`src/rtl/blr_pkg.sv`:
```
package blr_pkg;
  localparam int BR_W = 5;
  localparam int SD_W = 3;
  localparam int BYTE_W = 8;

  localparam logic [7:0] CMD_BR_LOW  = 8'h01;
  localparam logic [7:0] CMD_SHDN    = 8'h02;
  localparam logic [7:0] CMD_STAT    = 8'h03;
  localparam logic [7:0] CMD_BR_LEFT = 8'hA9;
  localparam logic [7:0] CMD_BR_REV  = 8'hAA;
  localparam logic [7:0] CMD_MFG     = 8'hFE;
  localparam logic [7:0] CMD_CHIP    = 8'hFF;

  typedef enum logic [2:0] {
    SEL_NONE, SEL_BR_LOW, SEL_SHDN, SEL_STAT,
    SEL_BR_LEFT, SEL_BR_REV, SEL_MFG, SEL_CHIP
  } sel_e;

  function automatic sel_e decode_cmd(input logic [7:0] c);
    sel_e s;
    case (c)
      CMD_BR_LOW:  s = SEL_BR_LOW;
      CMD_SHDN:    s = SEL_SHDN;
      CMD_STAT:    s = SEL_STAT;
      CMD_BR_LEFT: s = SEL_BR_LEFT;
      CMD_BR_REV:  s = SEL_BR_REV;
      CMD_MFG:     s = SEL_MFG;
      CMD_CHIP:    s = SEL_CHIP;
      default:     s = SEL_NONE;
    endcase
    return s;
  endfunction

  function automatic logic [BR_W-1:0] rev_bits(input logic [BR_W-1:0] v);
    logic [BR_W-1:0] r;
    for (int i = 0; i < BR_W; i++) r[i] = v[BR_W-1-i];
    return r;
  endfunction

  function automatic logic [BYTE_W-1:0] pack_high(input logic [BR_W-1:0] b,
                                                  input logic s1, input logic s0);
    return {b, 1'b1, s1, s0};
  endfunction

  function automatic logic is_bright_sel(input sel_e s);
    return (s == SEL_BR_LOW) || (s == SEL_BR_LEFT) || (s == SEL_BR_REV);
  endfunction
endpackage

```
`src/rtl/blr_ptr.sv`:
```
module blr_ptr #(
  parameter logic [7:0] PTR_RESET = 8'hA9
) (
  input  logic       clk,
  input  logic       rst_n,
  input  logic       load,
  input  logic [7:0] value,
  output logic [7:0] ptr
);
  always_ff @(posedge clk or negedge rst_n) begin
    if (!rst_n)    ptr <= PTR_RESET;
    else if (load) ptr <= value;
  end
endmodule

```
`src/rtl/blr_regs.sv`:
```
module blr_regs
  import blr_pkg::*;
#(
  parameter logic [BR_W-1:0] BR_RESET = 5'b10111,
  parameter logic [SD_W-1:0] SD_RESET = 3'b001
) (
  input  logic              clk,
  input  logic              rst_n,
  input  logic              wr_en,
  input  sel_e              wr_sel,
  input  logic [BYTE_W-1:0] wr_data,
  output logic [BR_W-1:0]   bright,
  output logic [SD_W-1:0]   shdn,
  output logic              bright_upd,
  output logic              shdn_upd
);
  localparam int HI_LSB = BYTE_W - BR_W;

  logic [BR_W-1:0] bright_nxt;

  always_comb begin
    case (wr_sel)
      SEL_BR_LEFT: bright_nxt = wr_data[BYTE_W-1:HI_LSB];
      SEL_BR_REV:  bright_nxt = rev_bits(wr_data[BYTE_W-1:HI_LSB]);
      default:     bright_nxt = wr_data[BR_W-1:0];
    endcase
  end

  assign bright_upd = wr_en && is_bright_sel(wr_sel);
  assign shdn_upd   = wr_en && (wr_sel == SEL_SHDN);

  always_ff @(posedge clk or negedge rst_n) begin
    if (!rst_n) begin
      bright <= BR_RESET;
      shdn   <= SD_RESET;
    end else begin
      if (bright_upd) bright <= bright_nxt;
      if (shdn_upd)   shdn   <= wr_data[SD_W-1:0];
    end
  end
endmodule

```
`src/rtl/blr_rdmux.sv`:
```
module blr_rdmux
  import blr_pkg::*;
#(
  parameter logic [7:0] MFG_ID  = 8'h4D,
  parameter logic [7:0] CHIP_ID = 8'h0C
) (
  input  logic              clk,
  input  logic              rst_n,
  input  logic              rd_en,
  input  sel_e              rd_sel,
  input  logic [BR_W-1:0]   bright,
  input  logic [SD_W-1:0]   shdn,
  input  logic              flag_lamp,
  input  logic              flag_oc,
  output logic [BYTE_W-1:0] rd_data,
  output logic              rd_valid
);
  logic [BYTE_W-1:0] view;

  always_comb begin
    view = '0;
    case (rd_sel)
      SEL_BR_LOW:  view[BR_W-1:0] = bright;
      SEL_SHDN:    view[SD_W-1:0] = shdn;
      SEL_STAT:    view[1:0] = {flag_lamp, flag_oc};
      SEL_BR_LEFT: view = pack_high(bright, flag_lamp, flag_oc);
      SEL_BR_REV:  view = pack_high(rev_bits(bright), flag_lamp, flag_oc);
      SEL_MFG:     view = MFG_ID;
      SEL_CHIP:    view = CHIP_ID;
      default:     view = '0;
    endcase
  end

  always_ff @(posedge clk or negedge rst_n) begin
    if (!rst_n) begin
      rd_data  <= '0;
      rd_valid <= 1'b0;
    end else begin
      rd_valid <= rd_en;
      if (rd_en) rd_data <= view;
    end
  end
endmodule

```
`src/rtl/blr_top.sv`:
```
module blr_top
  import blr_pkg::*;
#(
  parameter logic [7:0]      PTR_RESET = 8'hA9,
  parameter logic [BR_W-1:0] BR_RESET  = 5'b10111,
  parameter logic [SD_W-1:0] SD_RESET  = 3'b001,
  parameter logic [7:0]      MFG_ID    = 8'h4D,
  parameter logic [7:0]      CHIP_ID   = 8'h0C
) (
  input  logic       clk,
  input  logic       rst_n,
  input  logic       cmd_we,
  input  logic [7:0] cmd_byte,
  input  logic       wr_we,
  input  logic [7:0] wr_data,
  input  logic       rd_req,
  input  logic       lamp_ok,
  input  logic       no_overcurrent,
  output logic [4:0] bright_code,
  output logic [2:0] shdn_mode,
  output logic [7:0] cmd_ptr,
  output logic [7:0] rd_data,
  output logic       rd_valid
);
  // Internal events brought out by name for the checker
  logic [7:0] acc_cmd;
  sel_e       acc_sel;
  logic       bright_upd;
  logic       shdn_upd;

  // A command phase in the same cycle takes priority over the stored pointer
  assign acc_cmd = cmd_we ? cmd_byte : cmd_ptr;
  assign acc_sel = decode_cmd(acc_cmd);

  blr_ptr #(.PTR_RESET(PTR_RESET)) u_ptr (
    .clk(clk), .rst_n(rst_n), .load(cmd_we), .value(cmd_byte), .ptr(cmd_ptr)
  );

  blr_regs #(.BR_RESET(BR_RESET), .SD_RESET(SD_RESET)) u_regs (
    .clk(clk), .rst_n(rst_n), .wr_en(wr_we), .wr_sel(acc_sel), .wr_data(wr_data),
    .bright(bright_code), .shdn(shdn_mode),
    .bright_upd(bright_upd), .shdn_upd(shdn_upd)
  );

  blr_rdmux #(.MFG_ID(MFG_ID), .CHIP_ID(CHIP_ID)) u_rd (
    .clk(clk), .rst_n(rst_n), .rd_en(rd_req), .rd_sel(acc_sel),
    .bright(bright_code), .shdn(shdn_mode),
    .flag_lamp(lamp_ok), .flag_oc(no_overcurrent),
    .rd_data(rd_data), .rd_valid(rd_valid)
  );
endmodule

```
`config.mk`:
```
export PLATFORM = sky130hd
export DESIGN_NAME = blr_top
export DESIGN_NICKNAME = d
export VERILOG_FILES = /design/src/rtl/blr_pkg.sv /design/src/rtl/blr_ptr.sv /design/src/rtl/blr_regs.sv /design/src/rtl/blr_rdmux.sv /design/src/rtl/blr_top.sv
export SDC_FILE = /design/constraint.sdc
export NUM_CORES = 1
export LEC_CHECK = 0
export ABC_AREA = 1
export BUFFER_PORTS_ARGS = -buffer_cell sky130_fd_sc_hd__buf_2
export CORE_MARGIN = 5
export CORE_UTILIZATION = 35
export CTS_CLUSTER_DIAMETER = 60
export DETAILED_ROUTE_END_ITERATION = 10
export SYNTH_ARGS = -nofsm -noshare
export SYNTH_HDL_FRONTEND = slang
export SYNTH_SLANG_ARGS = --single-unit
```
`constraint.sdc`:
```
create_clock -name clk -period 1.5 [get_ports clk]
set_input_delay 0.3 -clock clk [delete_from_list [all_inputs] [get_ports clk]]
set_output_delay 0.3 -clock clk [all_outputs]
set_load 0.005 [all_outputs]
```
==> results.md <==
* Via density at ~4.5
* Vias in the first global route at about 1500
* Final wirelength at 3843 µm
* Leak Pwr at about 1.2 nW
* First-pass GRT wire length at about 6500 µm
* Clock Latency Late Sink at 0.27 ns
* DP Area at 0.001939 mm²
* CTS Buffer Depth at 2
* Detailed-route DRC error count at 0
* Outcome: complete, but fails checks
* Rows at 24
* Layout area overhead at 33.20%
* Max-cap violations at 0
* Ant. Diodes at 0
* Syn_area_per_cell at around 7.3 µm²
* Max Slew Vio Count at 0
* Worst-path fanout max at 7
* Clock-pin slew on the worst setup and hold paths at 0.09 ns
* Net Count, Synth at approximately 240
* TritonRoute pass-1 iters at 4
* IO buf count at 47
* CTS tree: yes
* Die span in x at 76.93 µm
* CTS Hold Bufs at 0
* Final setup viols at 5
* Layout cell share with drive strength beyond 1 at 46.04%
* Starting density of the core at 36.01%
* Chip height at 76.93 µm
* Critical path endpoint category: register
* Power Total at between 1 and 1.5 mW
* Setup ws final at -0.006772 ns
* Count of cell types in the netlist at 21
* Final period utilization at 100.5%
* Pwr dens at about 700 mW/mm²
* Filler instances at about 460
* Failing checks: setup timing
* Total track usage at between 10 and 15%
* Mapped Area at ~0.0016 mm²
* Critical path type: reg -> reg
* Final ANT Viol Nets at 0
* RD Place Congestion at a little over 0.8
* Relative slew slack at between 60 and 70%
* DP Wirelength at 2945 µm
* Worst vdd ir at between 300 and 400 µV
* Hold Crit Class: in -> async
* # IOs at 48
* Clock Sinks at 25
* Fin Clk Skew at between 0.005 and 0.006 ns
* Crit path DAT at 1.73 ns
* Clock Tree Root: clkbuf_8
* Critical path required time at roughly 1.7 ns
* Hold Fails Final Rpt at 0
* Worst slew pin tran at about 0.57 ns
* Synth warn at 0
* Setup TNS at -0.01374 ns
* GR Overflow Total at 0
* Synthesized flop and latch total at 25
* Crit path launch type: register
* TritonCTS buffer count at 3
* Tmin final at 1.507 ns
* Largest net degree at the start of global routing at 26
* Routed WL per cell at ~12 µm
* Core box area at approximately 0.0044 mm²
* Sequential element share of the synthesized area at 40.62%
* Final #Nets at approximately 300
* Finished Cell Area at 0.002088 mm²
* CTS HTree Levels at 1
* Mapped Cells at between 200 and 250
* Via count at 1500
* Unrepaired setup endpoints after global routing: true
* Fmax at approximately 660 MHz
* Initial drt markers at 50
* Die ar. at 0.005917 mm²
* Antenna violations before repair at 0
[worst max-delay path, stage by stage, from the launching register on]
cell and delay [ns]:
dfstp_2 0.56, nand2_2 0.06, nand2_2 0.10, nand2_4 0.07, nor2_4 0.13, nand2_4 0.08
nand2_4 0.09, inv_6 0.05, nand2_4 0.05, nand2_4 0.07, inv_4 0.07, nand2_1 0.05
nand2_1 0.05
[cell type report]
type	count	area, µm²	share of cell area, %
clock inverter	1	7.507	0.3595
tap	52	65.06	3.116
inverter	30	121.4	5.812
clock buffer	3	41.29	1.977
timing repair buffer	63	355.3	17.02
multi-input combinational	156	860.8	41.22
sequential	25	636.9	30.50
[kinds of logic after synthesis]
family	after synthesis	synth area share, %
AOI/OAI and AO/OA	9	3.113
DFF	25	40.62
buffers and inverters	33	9.177
and+or+nand+nor	147	47.09
[cells in the mapped netlist, drive strengths merged]
| cell type | instances | share of area, % |
|---|---|---|
| o21ai | 7 | 2.2 |
| o211ai | 1 | 0.48 |
| nand3 | 17 | 5.4 |
| dfstp | 9 | 15 |
| nor3 | 1 | 0.32 |
| clkbuf | 1 | 0.24 |
| inv | 30 | 7.5 |
| buf | 2 | 1.4 |
| nand4 | 1 | 0.40 |
| dfrtp | 16 | 26 |
| nand2 | 116 | 36 |
| nor2 | 12 | 5.3 |
| o22ai | 1 | 0.40 |
[flip-flops by register name, summed over array words and instances (netlist names)]
| signal | count |
|---|---|
| u_ptr.ptr | 8 |
| u_regs.shdn | 3 |
| u_regs.bright | 5 |
| u_rd.rd_data | 8 |
| u_rd.rd_valid | 1 |
[path summary, 6_finish.rpt]
path | startpoint | to | slack, ns | cells past startpoint
setup / recovery | u_ptr.ptr[3] | u_regs.bright[1] | -0.007 | 12
min in group clk | wr_data[0] | u_regs.shdn[0] | 0.24 | 3
setup reg to reg | u_ptr.ptr[3] | u_regs.bright[1] | -0.007 | 12
hold reg to reg | u_rd.rd_data[4] | u_rd.rd_data[4] | 0.48 | 2
hold / removal | rst_n | u_regs.shdn[2] | 0.009 | 1
max in group asynchronous | rst_n | u_ptr.ptr[7] | 1.11 | 1
[what timing repair did]
item                                    4_1_cts  5_1_grt
buffers inserted                              0        3
resized for setup                             0       26
endpoints found under the setup margin        0       14
[placed cells by master, fill, tap and decap left out, types with 2 or more instances in the layout]
master	instances
nor2_2	3
nor2_4	4
dfstp_2	9
nor2_1	4
inv_2	3
nand2_4	15
clkbuf_8	3
nand3_1	15
dfrtp_1	16
buf_4	16
nand2_2	19
nand2_1	82
nand3_2	2
buf_2	47
o21ai_1	4
o21ai_0	3
inv_1	24
[per-stage QoR]
stage / cells / util, % / hold WS, ns / setup slack, ns
2_1_floorplan: 214 / - / 0.004409 / 0.1080
3_3_place_gp: 323 / 44.54 / 0.3244 / -0.1434
3_5_place_dp: 323 / 44.54 / 0.3314 / -0.1454
4_1_cts: 327 / 45.66 / 0.03291 / 0.002125
5_1_grt: 330 / 47.96 / 0.06756 / -0.1153
6_report: 330 / 47.96 / 0.008881 / -0.006772
[power breakdown]
part / total, mW / leakage [nW] / internal (mW) / switching, mW
logic: 0.325 / 0.926 / 0.136 / 0.188
registers: 0.751 / 0.298 / 0.722 / 0.0284
clock network: 0.411 / 0.0217 / 0.188 / 0.223
total: 1.49 / 1.25 / 1.05 / 0.440
[routing by layer]
layer | wire (µm) | global-route usage, %
met4 | 40 | 4.196
met5 | 0 | 0
met1 | 1798 | 17.47
met3 | 152 | 1.405
met2 | 1852 | 21.39
No activity file was read; power rests on OpenSTA's default activity.
